File: src/rtl/sar2_pkg.sv
package sar2_pkg;

   typedef enum logic [1:0] {
      PH_IDLE  = 2'd0,
      PH_CONV  = 2'd1,
      PH_SHIFT = 2'd2,
      PH_DONE  = 2'd3
   } sar_phase_e;

endpackage

File: src/rtl/sar2_seq.sv
module sar2_seq
   import sar2_pkg::*;
#(
   parameter int NUM_BITS = 2,
   localparam int CNT_W   = (NUM_BITS > 2) ? $clog2(NUM_BITS) : 1
) (
   input  logic             clk,
   input  logic             rst_n,
   input  logic             start,
   output sar_phase_e       phase,
   output logic [CNT_W-1:0] cnt,
   output logic             init,
   output logic             decide_en,
   output logic             load,
   output logic             shift_en
);

   localparam logic [CNT_W-1:0] LAST = CNT_W'(NUM_BITS - 1);

   sar_phase_e       phase_q, phase_d;
   logic [CNT_W-1:0] cnt_q, cnt_d;

   always_comb begin
      phase_d   = phase_q;
      cnt_d     = cnt_q;
      init      = 1'b0;
      decide_en = 1'b0;
      load      = 1'b0;
      shift_en  = 1'b0;
      unique case (phase_q)
         PH_IDLE: begin
            if (start) begin
               init    = 1'b1;
               phase_d = PH_CONV;
               cnt_d   = '0;
            end
         end
         PH_CONV: begin
            decide_en = 1'b1;
            if (cnt_q == LAST) begin
               load    = 1'b1;
               phase_d = PH_SHIFT;
               cnt_d   = '0;
            end else begin
               cnt_d = cnt_q + 1'b1;
            end
         end
         PH_SHIFT: begin
            shift_en = 1'b1;
            if (cnt_q == LAST) begin
               phase_d = PH_DONE;
               cnt_d   = '0;
            end else begin
               cnt_d = cnt_q + 1'b1;
            end
         end
         PH_DONE: begin
            phase_d = PH_IDLE;
         end
         default: phase_d = PH_IDLE;
      endcase
   end

   always_ff @(posedge clk or negedge rst_n) begin
      if (!rst_n) begin
         phase_q <= PH_IDLE;
         cnt_q   <= '0;
      end else begin
         phase_q <= phase_d;
         cnt_q   <= cnt_d;
      end
   end

   assign phase = phase_q;
   assign cnt   = cnt_q;

endmodule

File: src/rtl/sar2_result.sv
module sar2_result #(
   parameter int NUM_BITS = 2,
   localparam int CNT_W   = (NUM_BITS > 2) ? $clog2(NUM_BITS) : 1
) (
   input  logic                clk,
   input  logic                rst_n,
   input  logic                init,
   input  logic                decide_en,
   input  logic [CNT_W-1:0]    step,
   input  logic                cmp_a,
   input  logic                cmp_b,
   output logic [NUM_BITS-1:0] code_q,
   output logic [NUM_BITS-1:0] code_d
);

   localparam logic [NUM_BITS-1:0] MID = {1'b1, {(NUM_BITS-1){1'b0}}};

   logic dec_bit;

   // Even steps belong to the first comparator, odd steps to the second.
   assign dec_bit = step[0] ? cmp_b : cmp_a;

   for (genvar gi = 0; gi < NUM_BITS; gi++) begin : g_bit
      localparam int RESOLVE_STEP = NUM_BITS - 1 - gi;
      localparam int TRIAL_STEP   = NUM_BITS - 2 - gi;
      logic nxt;
      always_comb begin
         nxt = code_q[gi];
         if (init) begin
            nxt = MID[gi];
         end else if (decide_en) begin
            if (int'(step) == RESOLVE_STEP) begin
               nxt = dec_bit;
            end else if (int'(step) == TRIAL_STEP) begin
               nxt = 1'b1;
            end
         end
      end
      assign code_d[gi] = nxt;
   end

   always_ff @(posedge clk or negedge rst_n) begin
      if (!rst_n) begin
         code_q <= MID;
      end else begin
         code_q <= code_d;
      end
   end

endmodule

File: src/rtl/sar2_serializer.sv
module sar2_serializer #(
   parameter int NUM_BITS = 2
) (
   input  logic                clk,
   input  logic                rst_n,
   input  logic                load,
   input  logic                shift_en,
   input  logic [NUM_BITS-1:0] code,
   output logic                ser_data
);

   logic [NUM_BITS-1:0] sh_q;

   always_ff @(posedge clk or negedge rst_n) begin
      if (!rst_n) begin
         sh_q <= '0;
      end else if (load) begin
         sh_q <= code;
      end else if (shift_en) begin
         sh_q <= {sh_q[NUM_BITS-2:0], 1'b0};
      end
   end

   assign ser_data = sh_q[NUM_BITS-1];

endmodule

File: src/rtl/sar2_encoder.sv
module sar2_encoder
   import sar2_pkg::*;
#(
   parameter int NUM_BITS = 2
) (
   input  logic                clk,
   input  logic                rst_n,
   input  logic                start_i,
   input  logic                cmp_a_i,
   input  logic                cmp_b_i,
   output logic [NUM_BITS-1:0] ref_sel_o,
   output logic                ser_data_o,
   output logic                ser_valid_o,
   output logic                done_o
);

   localparam int CNT_W = (NUM_BITS > 2) ? $clog2(NUM_BITS) : 1;

   if (NUM_BITS < 2 || NUM_BITS > 8) begin : g_bad_width
      $error("sar2_encoder: NUM_BITS must lie in 2..8");
   end

   sar_phase_e          phase;
   logic [CNT_W-1:0]    cnt;
   logic                init, decide_en, load, shift_en;
   logic [NUM_BITS-1:0] code_q, code_d;

   sar2_seq #(.NUM_BITS(NUM_BITS)) u_seq (
      .clk       (clk),
      .rst_n     (rst_n),
      .start     (start_i),
      .phase     (phase),
      .cnt       (cnt),
      .init      (init),
      .decide_en (decide_en),
      .load      (load),
      .shift_en  (shift_en)
   );

   sar2_result #(.NUM_BITS(NUM_BITS)) u_result (
      .clk       (clk),
      .rst_n     (rst_n),
      .init      (init),
      .decide_en (decide_en),
      .step      (cnt),
      .cmp_a     (cmp_a_i),
      .cmp_b     (cmp_b_i),
      .code_q    (code_q),
      .code_d    (code_d)
   );

   sar2_serializer #(.NUM_BITS(NUM_BITS)) u_ser (
      .clk      (clk),
      .rst_n    (rst_n),
      .load     (load),
      .shift_en (shift_en),
      .code     (code_d),
      .ser_data (ser_data_o)
   );

   assign ref_sel_o   = code_q;
   assign ser_valid_o = (phase == PH_SHIFT);
   assign done_o      = (phase == PH_DONE);

endmodule

File: config.mk
export PLATFORM = sky130hd
export DESIGN_NAME = sar2_encoder
export DESIGN_NICKNAME = d
export VERILOG_FILES = /design/src/rtl/sar2_pkg.sv /design/src/rtl/sar2_seq.sv /design/src/rtl/sar2_result.sv /design/src/rtl/sar2_serializer.sv /design/src/rtl/sar2_encoder.sv
export SDC_FILE = /design/constraint.sdc
export NUM_CORES = 1
export LEC_CHECK = 0
export ABC_CLOCK_PERIOD_IN_PS = 2400
export CAP_MARGIN = 25
export CELL_PAD_IN_SITES_DETAIL_PLACEMENT = 0
export CELL_PAD_IN_SITES_GLOBAL_PLACEMENT = 1
export CORE_AREA = 2 2 39 41
export CTS_BUF_LIST = sky130_fd_sc_hd__clkbuf_4 sky130_fd_sc_hd__clkbuf_8
export CTS_CLUSTER_SIZE = 10
export DETAILED_ROUTE_END_ITERATION = 16
export DIE_AREA = 0 0 41 43
export PLACE_DENSITY = 0.73
export SLEW_MARGIN = 30
export SYNTH_ARGS = -nofsm -noshare
export SYNTH_HDL_FRONTEND = slang
export SYNTH_HIERARCHICAL = 1
export SYNTH_SLANG_ARGS = --single-unit
File: constraint.sdc
create_clock -name clk -period 2.4 [get_ports clk]
set_input_delay 0.48 -clock clk [delete_from_list [all_inputs] [get_ports clk]]
set_output_delay 0.48 -clock clk [all_outputs]
set_load 0.05 [all_outputs]
Word level (Yosys, flattened, before mapping):

Index checks and enable logic that the tools add are counted.

* eq/ne operators: 6
* $add $sub $neg: 1
* mux-type cells: 22
* reduce and logical (&&, ||, !) cells: 6

Operators by type and width (number)
* $mux 1: 15
* $mux 2: 5
* $pmux 2 s4: 1
* $eq 2x2->1 const B: 2
* $ne 2x1->1 const B: 2
* $reduce_bool 2->1: 2
* $reduce_and 3->1: 1
* $eq 2x1->1 const B: 1
* $logic_not 2->1: 1
* $ne 2x2->1 const B: 1
* $pmux 1 s2: 1
* $reduce_and 2->1: 1
* $reduce_or 2->1: 1
* $add 1x1->1 const B: 1

* input port bits: 5
* output and inout bits: 5
* flip-flop bits (word level): 7
* logic and storage cells: 39

Depth between registers and ports, before layout:

* depth in word-level cells: 5
* mapped depth: 8
* mapped depth without buffers: 7

By module:

Netlist, hierarchy kept.

Modules (own cells, without submodules)
* sar2_seq: instances 1, area an instance 226.5 µm², seq. area each 75.1 µm², cells an instance 22
* sar2_result: instances 1, area an instance 113.9 µm², seq. area each 51.3 µm², cells an instance 11
* sar2_serializer: instances 1, area an instance 83.8 µm², seq. area each 50.0 µm², cells an instance 8
* sar2_encoder: instances 1, area an instance 16.3 µm², seq. area each 0.0 µm², cells an instance 2

Worst setup path after synthesis:

No wires, ideal clock.

* kind: flip-flop to flip-flop
* from: reg u_seq.phase_q[0] (netlist: u_seq/phase[0])
* to: reg u_ser.sh_q[0]
* buffers on the path: 1
* cell stages (with the launch flop): 8
* data required time: 2.317 ns
* period minus slack after synthesis: 1.379 ns
* arrival: 1.296 ns
* path slack: 1.021 ns
* setup time: 0.083 ns
* cell sequence: dfrtp_1 -> inv_1 -> ha_1 -> and2_1 -> a311oi_1 -> buf_4 -> nand2_1 -> o21ai_0

* elaborated cells on any way between the ends: 11
* classes of those cells: eq/ne (2); mux (7); reduce/logical (2)

RTL lines
* from (decl): line sar2_seq.sv:20 `sar_phase_e phase_q, phase_d;`
* from (signal assigned): line sar2_seq.sv:69 `phase_q <= phase_d;`
* $logic_not 2->1: line sar2_seq.sv:30 `unique case (phase_q)`
* $mux 1: line sar2_seq.sv:30
* named net init: line sar2_encoder.sv:25 `logic init, decide_en, load, shift_en;`
* $mux 1: line sar2_result.sv:29 `if (init) begin`
* named net u_result.g_bit[0].nxt: line sar2_result.sv:26 `logic nxt;`
* $mux 2: line sar2_serializer.sv:17 `end else if (load) begin`
* to (signal assigned): line sar2_serializer.sv:18 `sh_q <= code;`
* to (signal assigned): line sar2_serializer.sv:20 `sh_q <= {sh_q[NUM_BITS-2:0], 1'b0};`
* to (decl): line sar2_serializer.sv:12 `logic [NUM_BITS-1:0] sh_q;`

The timed path passes the listed nets, and every way through them passes these cells.
A chain may end at the register's enable or synchronous reset.

Final worst setup path:

* from: reg u_seq.phase_q[0] (netlist: u_seq/phase[0])
* to: out ser_valid_o

* cells in the longest elaborated chain, start to end: 1

RTL lines
* $eq 2x2->1: line sar2_encoder.sv:62 `assign ser_valid_o = (phase == PH_SHIFT);`
* to (decl): line sar2_encoder.sv:13 `output logic ser_valid_o,`

Every way passes these cells.

==> impl_results.html <==
<table>
<tr><th>Metric</th><th>Value</th></tr>
<tr><th colspan="2">Yosys</th></tr>
<tr><td>Net count of the mapped netlist</td><td>52</td></tr>
<tr><td>Area of the mapped netlist</td><td>440.4 µm²</td></tr>
<tr><td>Syn_area_per_cell</td><td>10.24 µm²</td></tr>
<tr><td>Count of synthesis-stage warnings from yosys</td><td>6</td></tr>
<tr><td>Cell count after synthesis</td><td>43</td></tr>
<tr><td>Number of synthesized register bits</td><td>7</td></tr>
<tr><td>Count of unique library cells instantiated by Yosys</td><td>25</td></tr>
<tr><td>Register area share after synthesis</td><td>40.06%</td></tr>
<tr><th colspan="2">Timing</th></tr>
<tr><td>RSZ-0062 raised after global routing</td><td>no</td></tr>
<tr><td>Maximum clock skew at final layout</td><td>0.003938 ns</td></tr>
<tr><td>Slew Viols, Final</td><td>0</td></tr>
<tr><td>Setup Total Neg Slack</td><td>0 ns</td></tr>
<tr><td>Worst max-slew margin expressed relative to the limit</td><td>66.64%</td></tr>
<tr><td>Worst-margin pin slew</td><td>0.4989 ns</td></tr>
<tr><td>Crit share post-route</td><td>88.02%</td></tr>
<tr><td>Number of setup violations in the final report</td><td>0</td></tr>
<tr><td>Final period demand of the worst path</td><td>2.112 ns</td></tr>
<tr><td>Highest clock rate</td><td>0.4734 GHz</td></tr>
<tr><td>Final Hold Viols</td><td>0</td></tr>
<tr><th colspan="2">Floorplanning</th></tr>
<tr><td>Cell Rows</td><td>14</td></tr>
<tr><td>Area of the core</td><td>1384 µm²</td></tr>
<tr><td>Die width</td><td>41 µm</td></tr>
<tr><td>Effective utilization at floorplan</td><td>31.83%</td></tr>
<tr><td>Die Outline Area</td><td>1763 µm²</td></tr>
<tr><td>Chip Height</td><td>43 µm</td></tr>
<tr><td>Ports placed on the boundary</td><td>10</td></tr>
<tr><th colspan="2">Clock network</th></tr>
<tr><td>Insertion delay to the later sink of the worst-skew pair</td><td>0.25 ns</td></tr>
<tr><td>Max Buffers Root-to-Sink</td><td>2</td></tr>
<tr><td>Root buf cell</td><td>sky130_fd_sc_hd__clkbuf_4</td></tr>
<tr><td>Maximum level of the CTS H-tree</td><td>1</td></tr>
<tr><td>Post-cts gate resize count</td><td>0</td></tr>
<tr><td>Clock input transition at the sequential cells of the worst setup and hold paths</td><td>0.06 ns</td></tr>
<tr><td>Count of clock tree sinks</td><td>7</td></tr>
<tr><td>CTS tree</td><td>built</td></tr>
<tr><td>CTS buffer count</td><td>3</td></tr>
<tr><td>Number of setup buffers added after CTS</td><td>0</td></tr>
<tr><td>Number of hold buffers added after CTS</td><td>0</td></tr>
<tr><th colspan="2">Route</th></tr>
<tr><td>Drt total wl</td><td>762 µm</td></tr>
<tr><td>Avg Vias per Cell</td><td>4.343</td></tr>
<tr><td>Sum of met3 wire segment lengths after detailed routing</td><td>42 µm</td></tr>
<tr><td>Vias</td><td>304</td></tr>
<tr><td>Highest routed metal layer</td><td>met3</td></tr>
<tr><td>Post-detailed-route DRC marker count</td><td>0</td></tr>
<tr><td>First drt pass iteration count</td><td>3</td></tr>
<tr><td>Iter 0 DRT Violations</td><td>4</td></tr>
<tr><td>Antenna violation net count after detailed routing</td><td>0</td></tr>
<tr><td>Routed wire length on met2</td><td>320 µm</td></tr>
<tr><td>Detailed-route wire length per cell</td><td>10.89 µm</td></tr>
<tr><td>Total routed wire length on the met1 layer</td><td>400 µm</td></tr>
<tr><th colspan="2">Layout</th></tr>
<tr><td>Share of final-layout standard cells stronger than drive strength 1</td><td>20.37%</td></tr>
<tr><td>Total Nets Final</td><td>64</td></tr>
<tr><td>Number of inserted diodes</td><td>0</td></tr>
<tr><td>Area growth from synthesis to layout</td><td>28.41%</td></tr>
<tr><th colspan="2">Global routing</th></tr>
<tr><td>Total track usage</td><td>11.54%</td></tr>
<tr><td>Number of antenna violations at the first check in global routing</td><td>0</td></tr>
<tr><td>Vias in the first global route</td><td>299</td></tr>
<tr><td>Total congestion overflow</td><td>0</td></tr>
<tr><td>Maximum number of pins on one net before global-route repair</td><td>9</td></tr>
<tr><td>First-pass GRT wire length</td><td>1.324 mm</td></tr>
<tr><th colspan="2">Placed design</th></tr>
<tr><td>Port Buffer Count</td><td>9</td></tr>
<tr><td>Routability-driven placement congestion ratio</td><td>0.6706</td></tr>
<tr><td>Final HPWL DP</td><td>572.6 µm</td></tr>
<tr><th colspan="2">Critical path</th></tr>
<tr><td>R2R cell count</td><td>6</td></tr>
<tr><td>Crit-path leading delay family</td><td>buffers and inverters</td></tr>
<tr><td>Startpoint kind of the worst setup timing path</td><td>register</td></tr>
<tr><td>Highest fanout seen on the critical path</td><td>4</td></tr>
<tr><td>Critical R2R Capture</td><td>u_ser/sh_q[0]$_DFFE_PN0P_</td></tr>
<tr><td>Worst Path Required</td><td>1.92 ns</td></tr>
<tr><td>Chain of cells forming the critical path</td><td>and2b_2, clkdlybuf4s50_1</td></tr>
<tr><td>Worst EP arrival</td><td>1.63 ns</td></tr>
<tr><td>Largest stage delay on the critical path</td><td>0.79 ns</td></tr>
<tr><td>Max stage delay cell, worst path</td><td>sky130_fd_sc_hd__clkdlybuf4s50_1</td></tr>
<tr><td>CP Buf/Inv Count</td><td>1</td></tr>
<tr><td>Worst reg2reg path startpoint</td><td>u_seq/phase[1]$_DFFE_PN0P_</td></tr>
<tr><td>Class of the most critical setup path</td><td>reg -&gt; out</td></tr>
<tr><td>Crit path launch</td><td>u_seq/phase[0]$_DFFE_PN0P_</td></tr>
<tr><td>Critical path endpoint category</td><td>output pin</td></tr>
<tr><td>Reg2reg setup slack</td><td>0.91 ns</td></tr>
<tr><th colspan="2">Min path</th></tr>
<tr><td>Worst min-delay path category</td><td>in -&gt; async</td></tr>
<tr><th colspan="2">Run status</th></tr>
<tr><td>Status</td><td>completed</td></tr>
<tr><th colspan="2">Job</th></tr>
<tr><td>Max-cap viol count</td><td>0</td></tr>
</table>
==> final cells by class <==
cell class | instances | area (µm²)
clock buffers | 4 | 30.03
well taps | 16 | 20.02
multi-input cells | 31 | 237.7
flip-flops and latches | 7 | 176.4
repair buffers | 9 | 90.09
fillers | 134 | 818.3
inverters | 3 | 11.26
==> cells in the final DEF, fill, tap and decap left out, types with 2 or more instances in the layout <==
cell,Yosys,routed
sky130_fd_sc_hd__and2_1,2,2
sky130_fd_sc_hd__nor2_1,4,4
sky130_fd_sc_hd__mux2i_1,2,2
sky130_fd_sc_hd__clkbuf_4,0,4
sky130_fd_sc_hd__o21ai_0,2,2
sky130_fd_sc_hd__ha_1,4,4
sky130_fd_sc_hd__nand2_1,2,2
sky130_fd_sc_hd__dfrtp_1,6,6
sky130_fd_sc_hd__inv_1,3,3
sky130_fd_sc_hd__clkdlybuf4s50_1,0,9
==> worst reg2reg max path, delay by kind of cell, from the launching register on <==
family,cells,cell delay (ns)
buf+inv,1,0.10
simple gates,2,0.28
flops,1,0.39
compound gates,2,0.42
fa+ha+maj,1,0.23
==> logic make-up (layout without fill, tap and decap cells) <==
logic type / after synthesis / after routing / synth area share [%]
and+or+nand+nor: 16 / 16 / 22.44
AOI/OAI and AO/OA: 7 / 7 / 10.23
DFF: 7 / 7 / 40.06
buffers and inverters: 5 / 16 / 5.965
adders and majority gates: 4 / 4 / 11.36
muxes: 3 / 3 / 7.954
xor gates and xnor gates: 1 / 1 / 1.989
==> synth_stat cells, drive strengths merged <==
library cell,instances,area (µm²)
dfrtp,6,150.1
ha,4,50.05
nor2,4,15.01
o21ai,4,23.77
and2,3,20.02
inv,3,11.26
buf,2,15.01
mux2i,2,20.02
nand2,2,7.510
nand2b,2,15.02
nor2b,2,20.02
a21oi,1,5.000
a22oi,1,7.510
a311oi,1,8.760
and2b,1,8.760
dfstp,1,26.28
mux2,1,15.01
nand3b,1,7.510
nor3,1,5.000
xnor2,1,8.760
==> per-stage QoR <==
stage          area [µm²]  std cells  util (%)  setup WS (ns)  hold slack [ns]
2_1_floorplan       440.4         43         -          1.021           0.1844
3_3_place_gp        535.5         66     38.70         0.5597           0.5426
3_5_place_dp        535.5         66     38.70         0.5455           0.5447
4_1_cts             565.5         70     40.87         0.2730           0.5029
5_1_grt             565.5         70     40.87         0.2179           0.5192
6_report            565.5         70     40.87         0.2876           0.4988
==> state kept, by name, indices dropped and copies added (netlist names) <==
register,flops
u_result/code_q,2
u_seq/cnt,1
u_seq/phase,2
u_ser/sh_q,2
==> how the worst max path moves through the flow <==
stage | to | slack (ns) | cells past startpoint
floorplan | u_ser/sh_q[0]$_DFFE_PN0P_ | 1.02 | 7
global placement | ser_valid_o | 0.56 | 2
detailed placement | ser_valid_o | 0.55 | 2
CTS | ser_valid_o | 0.27 | 2
global route | ser_valid_o | 0.22 | 2
finish | ser_valid_o | 0.29 | 2
==> metal layers <==
metal	track usage, %	vias up
met2	14.69	7
met5	0	-
li1	-	169
met3	3.141	0
met1	16.17	128
met4	8.000	0
Power is not shown: default switching activity piles up to over one toggle a cycle in this logic, so the estimate is an artifact.
